`config.mk`:
```
export PLATFORM = sky130hd
export DESIGN_NAME = pixel_hit_recorder
export DESIGN_NICKNAME = d
export VERILOG_FILES = /design/src/rtl/pixrec_pkg.sv /design/src/rtl/pixrec_edge.sv /design/src/rtl/pixrec_sat_cnt.sv /design/src/rtl/pixrec_ctrl.sv /design/src/rtl/pixel_hit_recorder.sv
export SDC_FILE = /design/constraint.sdc
export NUM_CORES = 1
export LEC_CHECK = 0
export BUFFER_PORTS_ARGS = -buffer_cell sky130_fd_sc_hd__buf_2
export CORE_AREA = 2 2 85 87
export DETAILED_ROUTE_END_ITERATION = 16
export DIE_AREA = 0 0 87 89
export PLACE_DENSITY = 0.81
export RECOVER_POWER = 50
export SETUP_SLACK_MARGIN = 0.4
export SYNTH_ARGS = -nofsm -noshare
export SYNTH_HDL_FRONTEND = slang
export SYNTH_SLANG_ARGS = --single-unit
```
`constraint.sdc`:
```
create_clock -name clk -period 1.9 [get_ports clk]
set_input_delay 0.19 -clock clk [delete_from_list [all_inputs] [get_ports clk]]
set_output_delay 0.19 -clock clk [all_outputs]
set_load 0.01 [all_outputs]
```
`src/rtl/pixrec_pkg.sv`:
```
// Shared types for the pixel hit recorder.
// Assumes two mode-select bits; bit 1 picks counting.
package pixrec_pkg;

    typedef enum logic [1:0] {
        ST_IDLE  = 2'd0,
        ST_MEAS  = 2'd1,
        ST_COUNT = 2'd2,
        ST_READY = 2'd3
    } pix_state_e;

    typedef enum logic [1:0] {
        MODE_TIME_CHARGE = 2'b00,
        MODE_TIME_ONLY   = 2'b01,
        MODE_COUNT       = 2'b10,
        MODE_COUNT_ALT   = 2'b11
    } pix_mode_e;

endpackage

```
`src/rtl/pixrec_edge.sv`:
```
// Registered rising-edge detector for a group of synchronous levels.
// Assumes the inputs are already synchronous to clk.
module pixrec_edge #(
    parameter int N = 2
) (
    input  logic         clk,
    input  logic         rst_n,
    input  logic [N-1:0] lvl,
    output logic [N-1:0] rise
);
    logic [N-1:0] lvl_q;

    // Remember the previous sampled level of each bit.
    always_ff @(posedge clk) begin
        if (!rst_n) lvl_q <= '0;
        else        lvl_q <= lvl;
    end

    for (genvar i = 0; i < N; i++) begin : g_rise
        // One bit rises when it is high now and was low one edge before.
        assign rise[i] = lvl[i] & ~lvl_q[i];
    end
endmodule

```
`src/rtl/pixrec_sat_cnt.sv`:
```
// Saturating up-counter with a synchronous clear.
// Clear and increment on the same edge load the value one.
module pixrec_sat_cnt #(
    parameter int W = 10
) (
    input  logic         clk,
    input  logic         rst_n,
    input  logic         clr,
    input  logic         inc,
    output logic [W-1:0] q
);
    localparam logic [W-1:0] TOP = '1;

    // Count up, stop at all-ones, and restart on clear.
    always_ff @(posedge clk) begin
        if (!rst_n)               q <= '0;
        else if (clr)             q <= inc ? W'(1) : '0;
        else if (inc && q != TOP) q <= q + W'(1);
    end
endmodule

```
`src/rtl/pixrec_ctrl.sv`:
```
// Sequencer of the pixel. It accepts hits or a shutter window,
// enforces the settling window and holds the result until it is read.
// Assumes the mode inputs stay stable while busy; the format is latched at start.
module pixrec_ctrl
    import pixrec_pkg::*;
#(
    parameter int READY_DLY = 19
) (
    input  logic       clk,
    input  logic       rst_n,
    input  logic       cnt_mode,
    input  logic       tot_mode,
    input  logic       disc_lvl,
    input  logic       disc_rise,
    input  logic       shut_lvl,
    input  logic       shut_rise,
    input  logic       read_ack,
    output pix_state_e state,
    output logic       hit_take,
    output logic       open_take,
    output logic       tot_inc,
    output logic       cnt_inc,
    output logic       itot_inc,
    output logic       fmt_cnt,
    output logic       fmt_tot
);
    localparam int             WIN_W    = $clog2(READY_DLY + 1);
    localparam logic [WIN_W-1:0] WIN_LAST = WIN_W'(READY_DLY - 1);

    logic [WIN_W-1:0] win_q;
    logic             tot_done_q;

    // Start conditions and counter enables.
    always_comb begin
        hit_take  = (state == ST_IDLE) && !cnt_mode && disc_rise;
        open_take = (state == ST_IDLE) && cnt_mode && shut_rise;
        tot_inc   = disc_lvl && ((hit_take && tot_mode) ||
                    (state == ST_MEAS && fmt_tot && !tot_done_q));
        cnt_inc   = (state == ST_COUNT) && shut_lvl && disc_rise;
        itot_inc  = (state == ST_COUNT) && shut_lvl && disc_lvl;
    end

    // State, settling window and the latched result format.
    always_ff @(posedge clk) begin
        if (!rst_n) begin
            state      <= ST_IDLE;
            win_q      <= '0;
            tot_done_q <= 1'b0;
            fmt_cnt    <= 1'b0;
            fmt_tot    <= 1'b0;
        end else begin
            case (state)
                ST_IDLE: begin
                    if (open_take) begin
                        state   <= ST_COUNT;
                        fmt_cnt <= 1'b1;
                        fmt_tot <= 1'b0;
                    end else if (hit_take) begin
                        state      <= ST_MEAS;
                        win_q      <= '0;
                        tot_done_q <= 1'b0;
                        fmt_cnt    <= 1'b0;
                        fmt_tot    <= tot_mode;
                    end
                end
                ST_MEAS: begin
                    if (win_q != WIN_LAST) win_q <= win_q + WIN_W'(1);
                    if (!disc_lvl)         tot_done_q <= 1'b1;
                    if (win_q == WIN_LAST && (!fmt_tot || tot_done_q || !disc_lvl))
                        state <= ST_READY;
                end
                ST_COUNT: begin
                    if (!shut_lvl) state <= ST_READY;
                end
                ST_READY: begin
                    if (read_ack) state <= ST_IDLE;
                end
                default: state <= ST_IDLE;
            endcase
        end
    end
endmodule

```
`src/rtl/pixel_hit_recorder.sv`:
```
// Top of the pixel back end. It puts the timestamp latch, the three counters
// and the sequencer together and lays out the 28-bit result for each mode.
// Assumes disc_in, shutter_in and mode_in are synchronous to clk.
module pixel_hit_recorder
    import pixrec_pkg::*;
#(
    parameter int TIME_W    = 14,
    parameter int FINE_W    = 4,
    parameter int TOT_W     = 10,
    parameter int ITOT_W    = 14,
    parameter int CNT_W     = 10,
    parameter int READY_DLY = 19,
    localparam int DATA_W   = TIME_W + FINE_W + TOT_W
) (
    input  logic              clk,
    input  logic              rst_n,
    input  logic              disc_in,
    input  logic              mask_in,
    input  logic              shutter_in,
    input  logic [1:0]        mode_in,
    input  logic [TIME_W-1:0] stamp_in,
    input  logic [FINE_W-1:0] phase_in,
    input  logic              read_ack,
    output logic [DATA_W-1:0] data_out,
    output logic              data_valid,
    output logic              busy
);
    logic              disc_eff;
    logic [1:0]        rises;
    pix_state_e        state;
    logic              hit_take, open_take, tot_inc, cnt_inc, itot_inc;
    logic              fmt_cnt, fmt_tot;
    logic [TIME_W-1:0] stamp_q;
    logic [FINE_W-1:0] phase_q;
    logic [TOT_W-1:0]  tot_q;
    logic [CNT_W-1:0]  cnt_q;
    logic [ITOT_W-1:0] itot_q;
    logic [DATA_W-1:0] word_time, word_cnt;

    // A masked pixel sees a permanently low discriminator.
    assign disc_eff = disc_in & ~mask_in;

    pixrec_edge #(.N(2)) u_edge (
        .clk (clk),
        .rst_n (rst_n),
        .lvl ({shutter_in, disc_eff}),
        .rise (rises)
    );

    pixrec_ctrl #(.READY_DLY(READY_DLY)) u_ctrl (
        .clk       (clk),
        .rst_n     (rst_n),
        .cnt_mode  (mode_in[1]),
        .tot_mode  (mode_in == MODE_TIME_CHARGE),
        .disc_lvl  (disc_eff),
        .disc_rise (rises[0]),
        .shut_lvl  (shutter_in),
        .shut_rise (rises[1]),
        .read_ack  (read_ack),
        .state     (state),
        .hit_take  (hit_take),
        .open_take (open_take),
        .tot_inc   (tot_inc),
        .cnt_inc   (cnt_inc),
        .itot_inc  (itot_inc),
        .fmt_cnt   (fmt_cnt),
        .fmt_tot   (fmt_tot)
    );

    // Capture the coarse stamp and fine phase on the accepted hit edge.
    always_ff @(posedge clk) begin
        if (!rst_n) begin
            stamp_q <= '0;
            phase_q <= '0;
        end else if (hit_take) begin
            stamp_q <= stamp_in;
            phase_q <= phase_in;
        end
    end

    pixrec_sat_cnt #(.W(TOT_W)) u_tot (
        .clk (clk), .rst_n (rst_n), .clr (hit_take), .inc (tot_inc), .q (tot_q)
    );

    pixrec_sat_cnt #(.W(CNT_W)) u_cnt (
        .clk (clk), .rst_n (rst_n), .clr (open_take), .inc (cnt_inc), .q (cnt_q)
    );

    pixrec_sat_cnt #(.W(ITOT_W)) u_itot (
        .clk (clk), .rst_n (rst_n), .clr (open_take), .inc (itot_inc), .q (itot_q)
    );

    // Lay out both result formats and present the one that was latched.
    always_comb begin
        word_time  = {stamp_q, phase_q, fmt_tot ? tot_q : {TOT_W{1'b0}}};
        word_cnt   = DATA_W'({itot_q, cnt_q});
        data_valid = (state == ST_READY);
        busy       = (state != ST_IDLE);
        data_out   = data_valid ? (fmt_cnt ? word_cnt : word_time) : '0;
    end
endmodule

```
==> results of run 1 <==
worst max-delay path by stage:
stage	endpoint	slack, ps	cells past startpoint
after floorplan	u_tot.q[2]	-80	5
after global placement	u_tot.q[2]	-190	6
after detailed placement	u_tot.q[5]	-260	6
after CTS	u_tot.q[5]	-130	5
after global routing	u_tot.q[5]	-150	5
final	u_tot.q[5]	-130	5
routing by layer:
| metal | track usage [%] | wire length [um] |
|---|---|---|
| met5 | 0 | 0 |
| met4 | 15.1 | 912 |
| met3 | 4.89 | 877 |
| met2 | 50.1 | 6330 |
| met1 | 34.0 | 5240 |
cell families (layout without fill, tap and decap cells):
kind of cell / count (synthesis) / in the layout / synth area share, %
AO/OA/AOI/OAI: 77 / 78 / 13.5
XOR/XNOR: 17 / 17 / 4.38
adder cells (fa/ha/maj): 10 / 10 / 3.68
buffers and inverters: 30 / 149 / 3.35
flip-flops: 64 / 64 / 37.7
multiplexers: 19 / 19 / 5.60
AND/OR/NAND/NOR: 213 / 213 / 31.7
what timing repair did:
action,4_1_cts,5_1_grt
hold buffers,0,0
setup endpoints to repair,90,92
resized for setup,95,87
cloned,6,0
pin swaps,41,42
setup buffers,18,9
critical path: cells and delay by family, from the launching register on:
kind               cells  cell delay (ps)
and+or+nand+nor        3             1270
AOI/OAI and AO/OA      2              370
DFF                    1              320
sequential cells by signal, indices dropped and copies added, names as in the netlist:
name               cells
u_ctrl.state           2
u_cnt.q               10
u_ctrl.win_q           5
u_ctrl.fmt_cnt         1
stamp_q               14
u_itot.q              14
u_tot.q               10
u_edge.lvl_q           2
phase_q                4
u_ctrl.fmt_tot         1
u_ctrl.tot_done_q      1
layout by cell type (no fill, tap or decap), types with 4 or more instances in the layout:
master,instances
nand2_2,9
nand3_1,11
dfxtp_1,50
ha_1,5
nand2_1,65
a21oi_1,23
o21ai_0,12
ha_4,5
clkbuf_8,11
and3_1,4
inv_1,8
or3_1,4
nand4_1,11
buf_6,53
buf_4,36
dfxtp_4,5
nor3_4,4
nor2b_1,5
and2_4,11
nor2_1,30
a21oi_2,15
or4_1,4
nor2b_4,14
dfxtp_2,9
xor2_1,11
buf_2,30
xnor2_1,6
mux2i_1,14
nand3_2,6
power breakdown:
| group | leakage, nW | switching (mW) | total [mW] | internal [mW] |
|---|---|---|---|---|
| clock network | 0.126 | 0.556 | 1.50 | 0.941 |
| logic | 1.28 | 0.772 | 1.51 | 0.735 |
| registers | 0.525 | 0.0695 | 1.48 | 1.41 |
| total | 1.93 | 1.40 | 4.48 | 3.09 |
final cells by class:
type | count | area share (%)
Multi-Input combinational cell | 337 | 48.5
Sequential cell | 64 | 24.4
Timing Repair Buffer | 121 | 19.6
Clock buffer | 11 | 2.82
Clock inverter | 5 | 1.91
Tap cell | 80 | 1.86
Inverter | 12 | 0.931
metrics by stage:
| stage | utilization, % | worst slack [ps] | hold slack [ps] |
|---|---|---|---|
| floorplan | - | -77.7 | 312 |
| global placement | 60.9 | -191 | 431 |
| detailed placement | 60.9 | -260 | 436 |
| CTS | 73.2 | -125 | 72.3 |
| global route | 80.0 | -151 | 68.9 |
| finish | 80.0 | -130 | 60.3 |
==> summary.txt, run 1 <==
Worst setup path
  – CP endpoint kind: flop
  – Register-to-Register Path Depth: 5
  – Worst Setup SP: u_edge.lvl_q[0]
  – Worst Setup Path Type: reg2reg
  – Worst Path Required: 2190 ps
  – CP max FO: 6
  – FF-to-FF End: u_tot.q[5]
  – Worst reg2reg path startpoint: u_edge.lvl_q[0]
  – CP startpoint kind: flop
  – Max stage delay on crit path: 480 ps
  – Slowest-stage cell, CP: or4b_4
  – Crit-path cells: or4b_4 > or3_4 > a21o_4 > or4_4 > a21oi_2
  – FF-to-FF setup slack: -130 ps
  – CP arrival: 2320 ps

Synth
  – Unique masters post-synth: 45
  – Post-synth top flop: dfxtp_1
  – Area leader, netlist: dfxtp_1
  – Syn Inst Count: 430
  – Number of synthesized register bits: 64
  – Register area share after synthesis: 37.7%
  – Synth area leaders: dfxtp_1, nand2_1, a21oi_1, mux2i_1, nor2_1
  – Synth Cell Area: 0.00340 mm^2
  – Post-synth EDFFs: 0
  – Async SR Flop Fraction: 0%
  – Yosys warnings: 0
  – Synth top area share: 37.7%
  – Post-Syn Nets: 466
  – Most common cell in the netlist: nand2_1
  – Syn avg cell area: 7.90 um^2
  – Post-synth top cells: nand2_1, dfxtp_1, a21oi_1

Route
  – Wirelength per Cell: 21.2 um
  – WL final: 13.4 mm
  – DRC violations left: 0
  – Drt pass-1 iters: 5
  – Vias: 3990
  – Post-route ant nets: 0
  – Vias per inst: 6.33
  – 1st-iter DRT viols: 347

Final layout
  – Final net count: 581
  – Post-route cell area: 0.00538 mm^2
  – Fin cells: 630
  – Fill count: 356
  – Area occupied by registers: 0.00131 mm^2
  – Ant. Diodes: 0
  – Area of the multi-input gates: 0.00261 mm^2
  – Layout cell share with drive strength beyond 1: 46.7%
  – Area delta synth->final: 58.2%

Clock network
  – Total CTS buffers: 9
  – Clock sink count: 64
  – Max Root-Sink Buffers: 2
  – Clock transition at path regs: 70 ps
  – CTS tree: done
  – Clk root buf: clkbuf_8
  – H-tree levels: 3
  – Worst-Skew Late Latency: 360 ps

Floorplan
  – Ports: 56
  – Die area: 0.00774 mm^2
  – Die Ht: 89 um
  – FP Rows: 30
  – Core box area: 0.00672 mm^2
  – Starting density of the core: 50.6%
  – Die width: 87 um

GRT
  – Largest net degree at the start of global routing: 24
  – Number of global-route vias before repair: 3697
  – Remaining global-route overflow: 0
  – First-pass GRT wire length: 17.3 mm
  – All-Layer GR Usage: 28.8%
  – Initial antenna violation count: 0

STA
  – Final Hold Viols: 0
  – # setup viols final: 12
  – Post-route clock period utilization: 107%
  – Worst Slack Setup Final: -130 ps
  – Fin Clk Skew: 11.0 ps
  – Min Tclk post-route: 2030 ps
  – Worst-Margin Slew: 647 ps
  – Worst relative slew slack: 56.4%
  – Fmax: 493 MHz
  – TNS Setup: -875 ps
  – Slew Viols, Final: 0
  – RSZ-0062 raised after global routing: yes

Status
  – Status: finished with violations
  – Violated checks: setup timing

Min path
  – Hold_sp: stamp_in[0]
  – Hold depth: 3
  – Worst hold path endpoint: stamp_q[0]
  – HP Class: in2reg

Pwr
  – Pleak: 1.93 nW
  – Peak supply drop: 0.000686 V
  – Power Total: 4.48 mW
  – Pwr dens: 834 mW/mm^2

Placed design
  – Post-DP HPWL: 6.18 mm
  – Input/output buffers: 55
  – Placed Instances: 581
  – GPL Wtd Cong: 0.828
  – Cell Area, Placed: 0.00409 mm^2

Flow run
  – Number of max-cap violations: 0
Note: power is estimated with default switching activity, not from simulation.
==> run 2, diff against run 1 <==
- GPL_TIMING_DRIVEN: default -> 0
==> run 2 against run 1 <==
Flip-flop and latch count is the same. Largest power group unchanged. The flow still finishes with violations (setup timing). Wire length grew 13%. Cell count grew 1.7%. Sequential share of layout area shrank 1.2 points. Maximum frequency shrank 1.1%. Worst hold slack lost 1.9 ps.
==> summary.txt, run 2 (synthesized netlist as in run 1, its figures left out) <==
Route
  – Vias per inst: 6.48 (was 6.33)
  – 1st-iter DRT viols: 464 (was 347)
  – Drt pass-1 iters: 5 (unchanged)
  – Post-route ant nets: 0 (unchanged)
  – Wirelength per Cell: 23.5 um (was 21.2 um)
  – WL final: 15.1 mm (was 13.4 mm)
  – DRC violations left: 0 (unchanged)
  – Vias: 4156 (was 3990)

STA
  – RSZ-0062 raised after global routing: yes (unchanged)
  – Fmax: 487 MHz (was 493 MHz)
  – Final Hold Viols: 0 (unchanged)
  – Worst relative slew slack: 56.3% (was 56.4%)
  – Slew Viols, Final: 0 (unchanged)
  – Worst Slack Setup Final: -154 ps (was -130 ps)
  – # setup viols final: 13 (was 12)
  – Post-route clock period utilization: 108% (was 107%)
  – Fin Clk Skew: 12.4 ps (was 11.0 ps)
  – Min Tclk post-route: 2050 ps (was 2030 ps)
  – Worst-Margin Slew: 656 ps (was 647 ps)

Clock network
  – H-tree levels: 3 (unchanged)
  – Clock sink count: 64 (unchanged)
  – Clk root buf: clkbuf_8 (unchanged)
  – CTS tree: done (unchanged)
  – Clock transition at path regs: 90 ps (was 70 ps)
  – Worst-Skew Late Latency: 370 ps (was 360 ps)
  – Max Root-Sink Buffers: 2 (unchanged)
  – Total CTS buffers: 9 (unchanged)

Placed design
  – Input/output buffers: 54 (was 55)
  – Post-DP HPWL: 6.25 mm (was 6.18 mm)
  – GPL Wtd Cong: 0.886 (was 0.828)
  – Cell Area, Placed: 0.00392 mm^2 (was 0.00409 mm^2)
  – Placed Instances: 564 (was 581)

Pwr
  – Peak supply drop: 0.00113 V (was 0.000686 V)
  – Pwr dens: 823 mW/mm^2 (was 834 mW/mm^2)
  – Power Total: 4.69 mW (was 4.48 mW)
  – Pleak: 2.02 nW (was 1.93 nW)

Worst setup path
  – CP max FO: 7 (was 6)
  – CP endpoint kind: flop (unchanged)
  – Worst Path Required: 2190 ps (about the same)
  – CP startpoint kind: flop (unchanged)
  – CP arrival: 2350 ps (was 2320 ps)
  – Worst Setup Path Type: reg2reg (unchanged)

Floorplan
  – Starting density of the core: 50.6% (unchanged)
  – Core box area: 0.00672 mm^2 (unchanged)
  – Die width: 87 um (unchanged)
  – Ports: 56 (unchanged)
  – Die area: 0.00774 mm^2 (unchanged)
  – FP Rows: 30 (unchanged)
  – Die Ht: 89 um (unchanged)

GRT
  – All-Layer GR Usage: 29.4% (was 28.8%)
  – First-pass GRT wire length: 17.7 mm (was 17.3 mm)
  – Number of global-route vias before repair: 3670 (was 3697)
  – Remaining global-route overflow: 0 (unchanged)
  – Initial antenna violation count: 0 (unchanged)
  – Largest net degree at the start of global routing: 13 (was 24)

Status
  – Status: finished with violations (unchanged)
  – Violated checks: setup timing (unchanged)

Flow run
  – Number of max-cap violations: 0 (unchanged)

Final layout
  – Final net count: 592 (was 581)
  – Post-route cell area: 0.00570 mm^2 (was 0.00538 mm^2)
  – Area delta synth->final: 67.8% (was 58.2%)
  – Most frequent cells in the layout: nand2_1, buf_6, dfxtp_1, buf_4, nor2_1 (was nand2_1, buf_6, dfxtp_1, buf_4)
  – Layout cell share with drive strength beyond 1: 50.3% (was 46.7%)
  – Fin cells: 641 (was 630)
  – Ant. Diodes: 0 (unchanged)
  – Most common cell after layout, fill and taps aside: nand2_1 (unchanged)
  – Largest registers: stamp_q: 14 flops, u_itot.q: 14 flops (unchanged)

Min path
  – HP Class: in2reg (unchanged)
-- run 2: final timing paths --
kind | from | to | slack, ps | cells after the start
min | stamp_in[10] | stamp_q[10] | 60 | 3
max reg2reg | u_edge.lvl_q[0] | u_tot.q[6] | -150 | 5
min reg2reg | stamp_q[3] | stamp_q[3] | 480 | 2
max | u_edge.lvl_q[0] | u_tot.q[6] | -150 | 5
-- run 2: power by group --
part / internal, mW / switching, mW
combinational: 0.821 / 0.854
clock: 0.874 / 0.649
sequential: 1.41 / 0.0829
total: 3.10 / 1.59
-- run 2: worst max-delay path, cell delays in order (launching register included) --
cell,delay [ps]
dfxtp_4,350
or4b_4,490
or3_4,360
a21o_4,240
or4_4,420
a21oi_2,130
-- run 2: layer usage --
layer	track usage [%]	routed length [um]	part of all wire, %	vias up
li1	-	-	-	1761
met2	51.8	7360	49	323
met4	16.9	798	5.3	0
met3	4.25	1340	8.9	80
met5	0	0	0	-
met1	34.0	5570	37	1992
-- run 2: through the flow --
step / TNS (ps) / hold WS, ps / utilization (%) / setup slack [ps]
after floorplan: -399 / 312 / - / -77.7
after global placement: -4760 / 431 / 58.4 / -238
after detailed placement: -5380 / 435 / 58.4 / -290
after CTS: -892 / 69.7 / 72.8 / -129
after global routing: -1920 / 70.3 / 84.8 / -219
final: -1320 / 58.4 / 84.8 / -154
-- run 2: timing repair --
item	4_1_cts	5_1_grt
buffers inserted	27	30
pin swaps	36	51
setup endpoints to repair	92	92
resized for setup	131	126
hold buffers	0	0
cloned	2	2
-- run 2: cell type report --
| cell class | instances | area, um^2 |
|---|---|---|
| Multi-Input combinational cell | 336 | 2710 |
| Fill cell | 282 | 1020 |
| Tap cell | 80 | 100 |
| Sequential cell | 64 | 1320 |
| Clock inverter | 7 | 120 |
| Clock buffer | 9 | 124 |
| Buffer | 18 | 216 |
| Inverter | 12 | 56.3 |
| Timing Repair Buffer | 115 | 1050 |
==> run 3, diff against run 2 <==
- CORE_AREA: 2 2 85 87 -> 2 2 88 90
- DIE_AREA: 0 0 87 89 -> 0 0 90 92
- SYNTH_HIERARCHICAL: default -> 1
==> run 3 against run 2 <==
Maximum frequency fell by 1.8%. Via count up 9.6%. Global-route usage grew 1.6 points. Die area up 6.9%. The run still ends with setup timing left. Register-to-register slack worse by 40 ps.
==> summary.txt, run 3 <==
Status
  – Status: finished with violations (unchanged)
  – Violated checks: setup timing (unchanged)

Worst setup path
  – Worst reg2reg path startpoint: u_itot/q[1] (was u_edge.lvl_q[0])
  – CP max FO: 4 (was 7)
  – Worst Setup SP: u_itot/q[1] (was u_edge.lvl_q[0])
  – Max stage delay on crit path: 390 ps (was 490 ps)
  – Crit-path cells: ha_4 > nand4_1 > buf_4 > o41ai_4 > buf_4 > buf_6 > o21ai_1 > a21oi_1 (was or4b_4 > or3_4 > a21o_4 > or4_4 > a21oi_2)
  – Worst Setup Path Type: reg2reg (unchanged)
  – Worst Path Required: 2170 ps (was 2190 ps)
  – Slowest-stage cell, CP: dfxtp_4 (was or4b_4)
  – CP endpoint kind: flop (unchanged)
  – Crit-path most repeated cell: buf_4
  – CP startpoint kind: flop (unchanged)
  – Worst path buffer plus inverter count: 3 (was 0)
  – CP arrival: 2360 ps (was 2350 ps)
  – Crit path max-delay family: compound AO/OA/AOI/OAI gates (was simple AND/OR/NAND/NOR gates)

Synth
  – Post-synth top cells: dfxtp_1, nand2_1, mux2i_1 (was nand2_1, dfxtp_1, a21oi_1)
  – Most common cell in the netlist: dfxtp_1 (was nand2_1)
  – Post-synth EDFFs: 0 (unchanged)
  – Syn avg cell area: 8.73 um^2 (was 7.90 um^2)
  – Number of synthesized register bits: 64 (unchanged)
  – Register area share after synthesis: 34.8% (was 37.7%)
  – Post-synth top flop: dfxtp_1 (unchanged)
  – Synth Cell Area: 0.00368 mm^2 (was 0.00340 mm^2)
  – Async SR Flop Fraction: 0% (unchanged)
  – Yosys warnings: 6 (was 0)
  – Area leader, netlist: dfxtp_1 (unchanged)
  – Unique masters post-synth: 62 (was 45)
  – Synth top area share: 34.8% (was 37.7%)
  – Synth area leaders: dfxtp_1, mux2i_1, a21oi_1, nand2_1, nor2b_1 (was dfxtp_1, nand2_1, a21oi_1, mux2i_1, nor2_1)
  – Post-Syn Nets: 457 (was 466)
  – Syn Inst Count: 421 (was 430)

Floorplan
  – Die area: 0.00828 mm^2 (was 0.00774 mm^2)
  – Die Ht: 92 um (was 89 um)
  – FP Rows: 32 (was 30)
  – Die width: 90 um (was 87 um)
  – Core box area: 0.00745 mm^2 (was 0.00672 mm^2)
  – Ports: 56 (unchanged)
  – Starting density of the core: 49.4% (was 50.6%)

Route
  – WL final: 16.8 mm (was 15.1 mm)
  – Post-route ant nets: 0 (unchanged)
  – 1st-iter DRT viols: 398 (was 464)
  – Drt pass-1 iters: 6 (was 5)
  – Vias: 4553 (was 4156)
  – Wirelength per Cell: 24.7 um (was 23.5 um)
  – Vias per inst: 6.70 (was 6.48)
  – DRC violations left: 0 (unchanged)

STA
  – TNS Setup: -1130 ps (was -1320 ps)
  – Worst relative slew slack: 61.2% (was 56.3%)
  – # setup viols final: 18 (was 13)
  – RSZ-0062 raised after global routing: yes (unchanged)
  – Min Tclk post-route: 2090 ps (was 2050 ps)
  – Worst-Margin Slew: 578 ps (was 656 ps)
  – Final Hold Viols: 0 (unchanged)
  – Worst Slack Setup Final: -192 ps (was -154 ps)
  – Hold WS: 92.2 ps (was 58.4 ps)
  – Post-route clock period utilization: 110% (was 108%)
  – Slew Viols, Final: 0 (unchanged)
  – Fin Clk Skew: 18.0 ps (was 12.4 ps)
  – Fmax: 478 MHz (was 487 MHz)

Final layout
  – Ant. Diodes: 0 (unchanged)
  – Fin cells: 680 (was 641)
  – Area delta synth->final: 71.5% (was 67.8%)
  – Most frequent cells in the layout: buf_6, dfxtp_1, buf_4, buf_2 (was nand2_1, buf_6, dfxtp_1, buf_4, nor2_1)
  – Most common cell after layout, fill and taps aside: buf_6 (was nand2_1)
  – Fill count: 353 (was 282)
  – Final net count: 612 (was 592)
  – Post-route cell area: 0.00630 mm^2 (was 0.00570 mm^2)
  – Layout cell share with drive strength beyond 1: 57.3% (was 50.3%)
  – Largest registers: stamp_q: 14 flops, u_itot/q: 14 flops (was stamp_q: 14 flops, u_itot.q: 14 flops)

Clock network
  – Clock sink count: 64 (unchanged)
  – CTS Hold Bufs: 0 (unchanged)
  – Clk root buf: clkbuf_8 (unchanged)
  – Max Root-Sink Buffers: 2 (unchanged)
  – CTS tree: done (unchanged)
  – H-tree levels: 3 (unchanged)
  – Clock transition at path regs: 90 ps (about the same)
  – Total CTS buffers: 9 (unchanged)
  – Worst-Skew Late Latency: 370 ps (about the same)

GRT
  – Largest net degree at the start of global routing: 22 (was 13)
  – Remaining global-route overflow: 0 (unchanged)
  – Initial antenna violation count: 0 (unchanged)
  – Number of global-route vias before repair: 4103 (was 3670)
  – First-pass GRT wire length: 20.3 mm (was 17.7 mm)
  – All-Layer GR Usage: 31.0% (was 29.4%)

Placed design
  – GPL Wtd Cong: 0.830 (was 0.886)
  – Placed Instances: 578 (was 564)
  – Cell Area, Placed: 0.00414 mm^2 (was 0.00392 mm^2)
  – Placement Setup Slack: -151 ps (was -290 ps)
  – Input/output buffers: 55 (was 54)
  – Post-DP HPWL: 6.43 mm (was 6.25 mm)

Flow run
  – Number of max-cap violations: 0 (unchanged)

Min path
  – HP Class: in2reg (unchanged)
  – Hold_sp: stamp_in[12] (was stamp_in[10])

Pwr
  – Pwr dens: 662 mW/mm^2 (was 823 mW/mm^2)
  – Pleak: 2.29 nW (was 2.02 nW)
  – Peak supply drop: 0.000805 V (was 0.00113 V)
==> run 3: cell types whose count changed after synthesis, sizes merged, moves of 7 or more <==
cell,before,now
nand2,74,41
mux2i,19,38
and2,13,2
nand3b,1,12
xor2,11,0
a31oi,0,10
clkbuf,13,3
buf,5,14
nand3,17,9
nor3b,0,7
==> run 3: per-layer routing <==
metal  global-route usage [%]  up-vias  wire, um
met5                        0        -         0
met4                     15.1        0      1360
met3                     6.16      146      1620
met2                     55.2      435      7980
met1                     35.4     2114      5860
li1                         -     1858         -
==> run 3: what timing repair did <==
item	4_1_cts	5_1_grt
pin swaps	53	58
resized for setup	118	192
endpoints found under the setup margin	83	92
buffers inserted	59	20
gates cloned	6	4
==> run 3: cell type report <==
cell class	count	area (um^2)	area share [%]
Multi-Input combinational cell	322	3030	48.1
Timing Repair Buffer	144	1350	21.3
Sequential cell	64	1320	21.0
Buffer	18	241	3.83
Tap cell	102	128	2.02
Clock buffer	9	124	1.96
Inverter	17	87.6	1.39
Clock inverter	4	25.0	0.397
==> run 3: final timing paths <==
| kind | to | slack, ps | depth (start not counted) |
|---|---|---|---|
| max | u_itot/q[3] | -190 | 8 |
| min | stamp_q[12] | 90 | 3 |
| max reg2reg | u_itot/q[3] | -190 | 8 |
| min reg2reg | u_ctrl/fmt_tot | 520 | 2 |
==> run 3: where the power goes <==
group | internal (mW) | switching (mW) | total (mW)
Clock | 0.447 | 0.597 | 1.04
Sequential | 1.39 | 0.0696 | 1.46
Combinational | 0.902 | 0.769 | 1.67
==> run 3: through the flow <==
stage               utilization (%)  power [mW]
floorplan                         -        1.98
global placement               55.6        2.12
detailed placement             55.6        2.14
CTS                            70.9        3.53
global route                   84.7        4.28
finish                         84.7        4.18
==> run 3: kinds of logic (layout without fill, tap and decap cells) <==
logic type,Yosys count,after routing,share of synthesized area [%]
fa+ha+maj,10,10,3.40
mux,38,38,10.7
xor+xnor,6,6,1.43
buf+inv,35,192,5.48
flops,64,64,34.8
compound gates,89,89,15.4
simple gates,179,179,28.7
==> run 3: worst register-to-register path: stages (launching register included) <==
cell and delay, ps:
dfxtp_4 390, ha_4 150, nand4_1 250, buf_4 270
o41ai_4 320, buf_4 200, buf_6 110, o21ai_1 80
a21oi_1 230
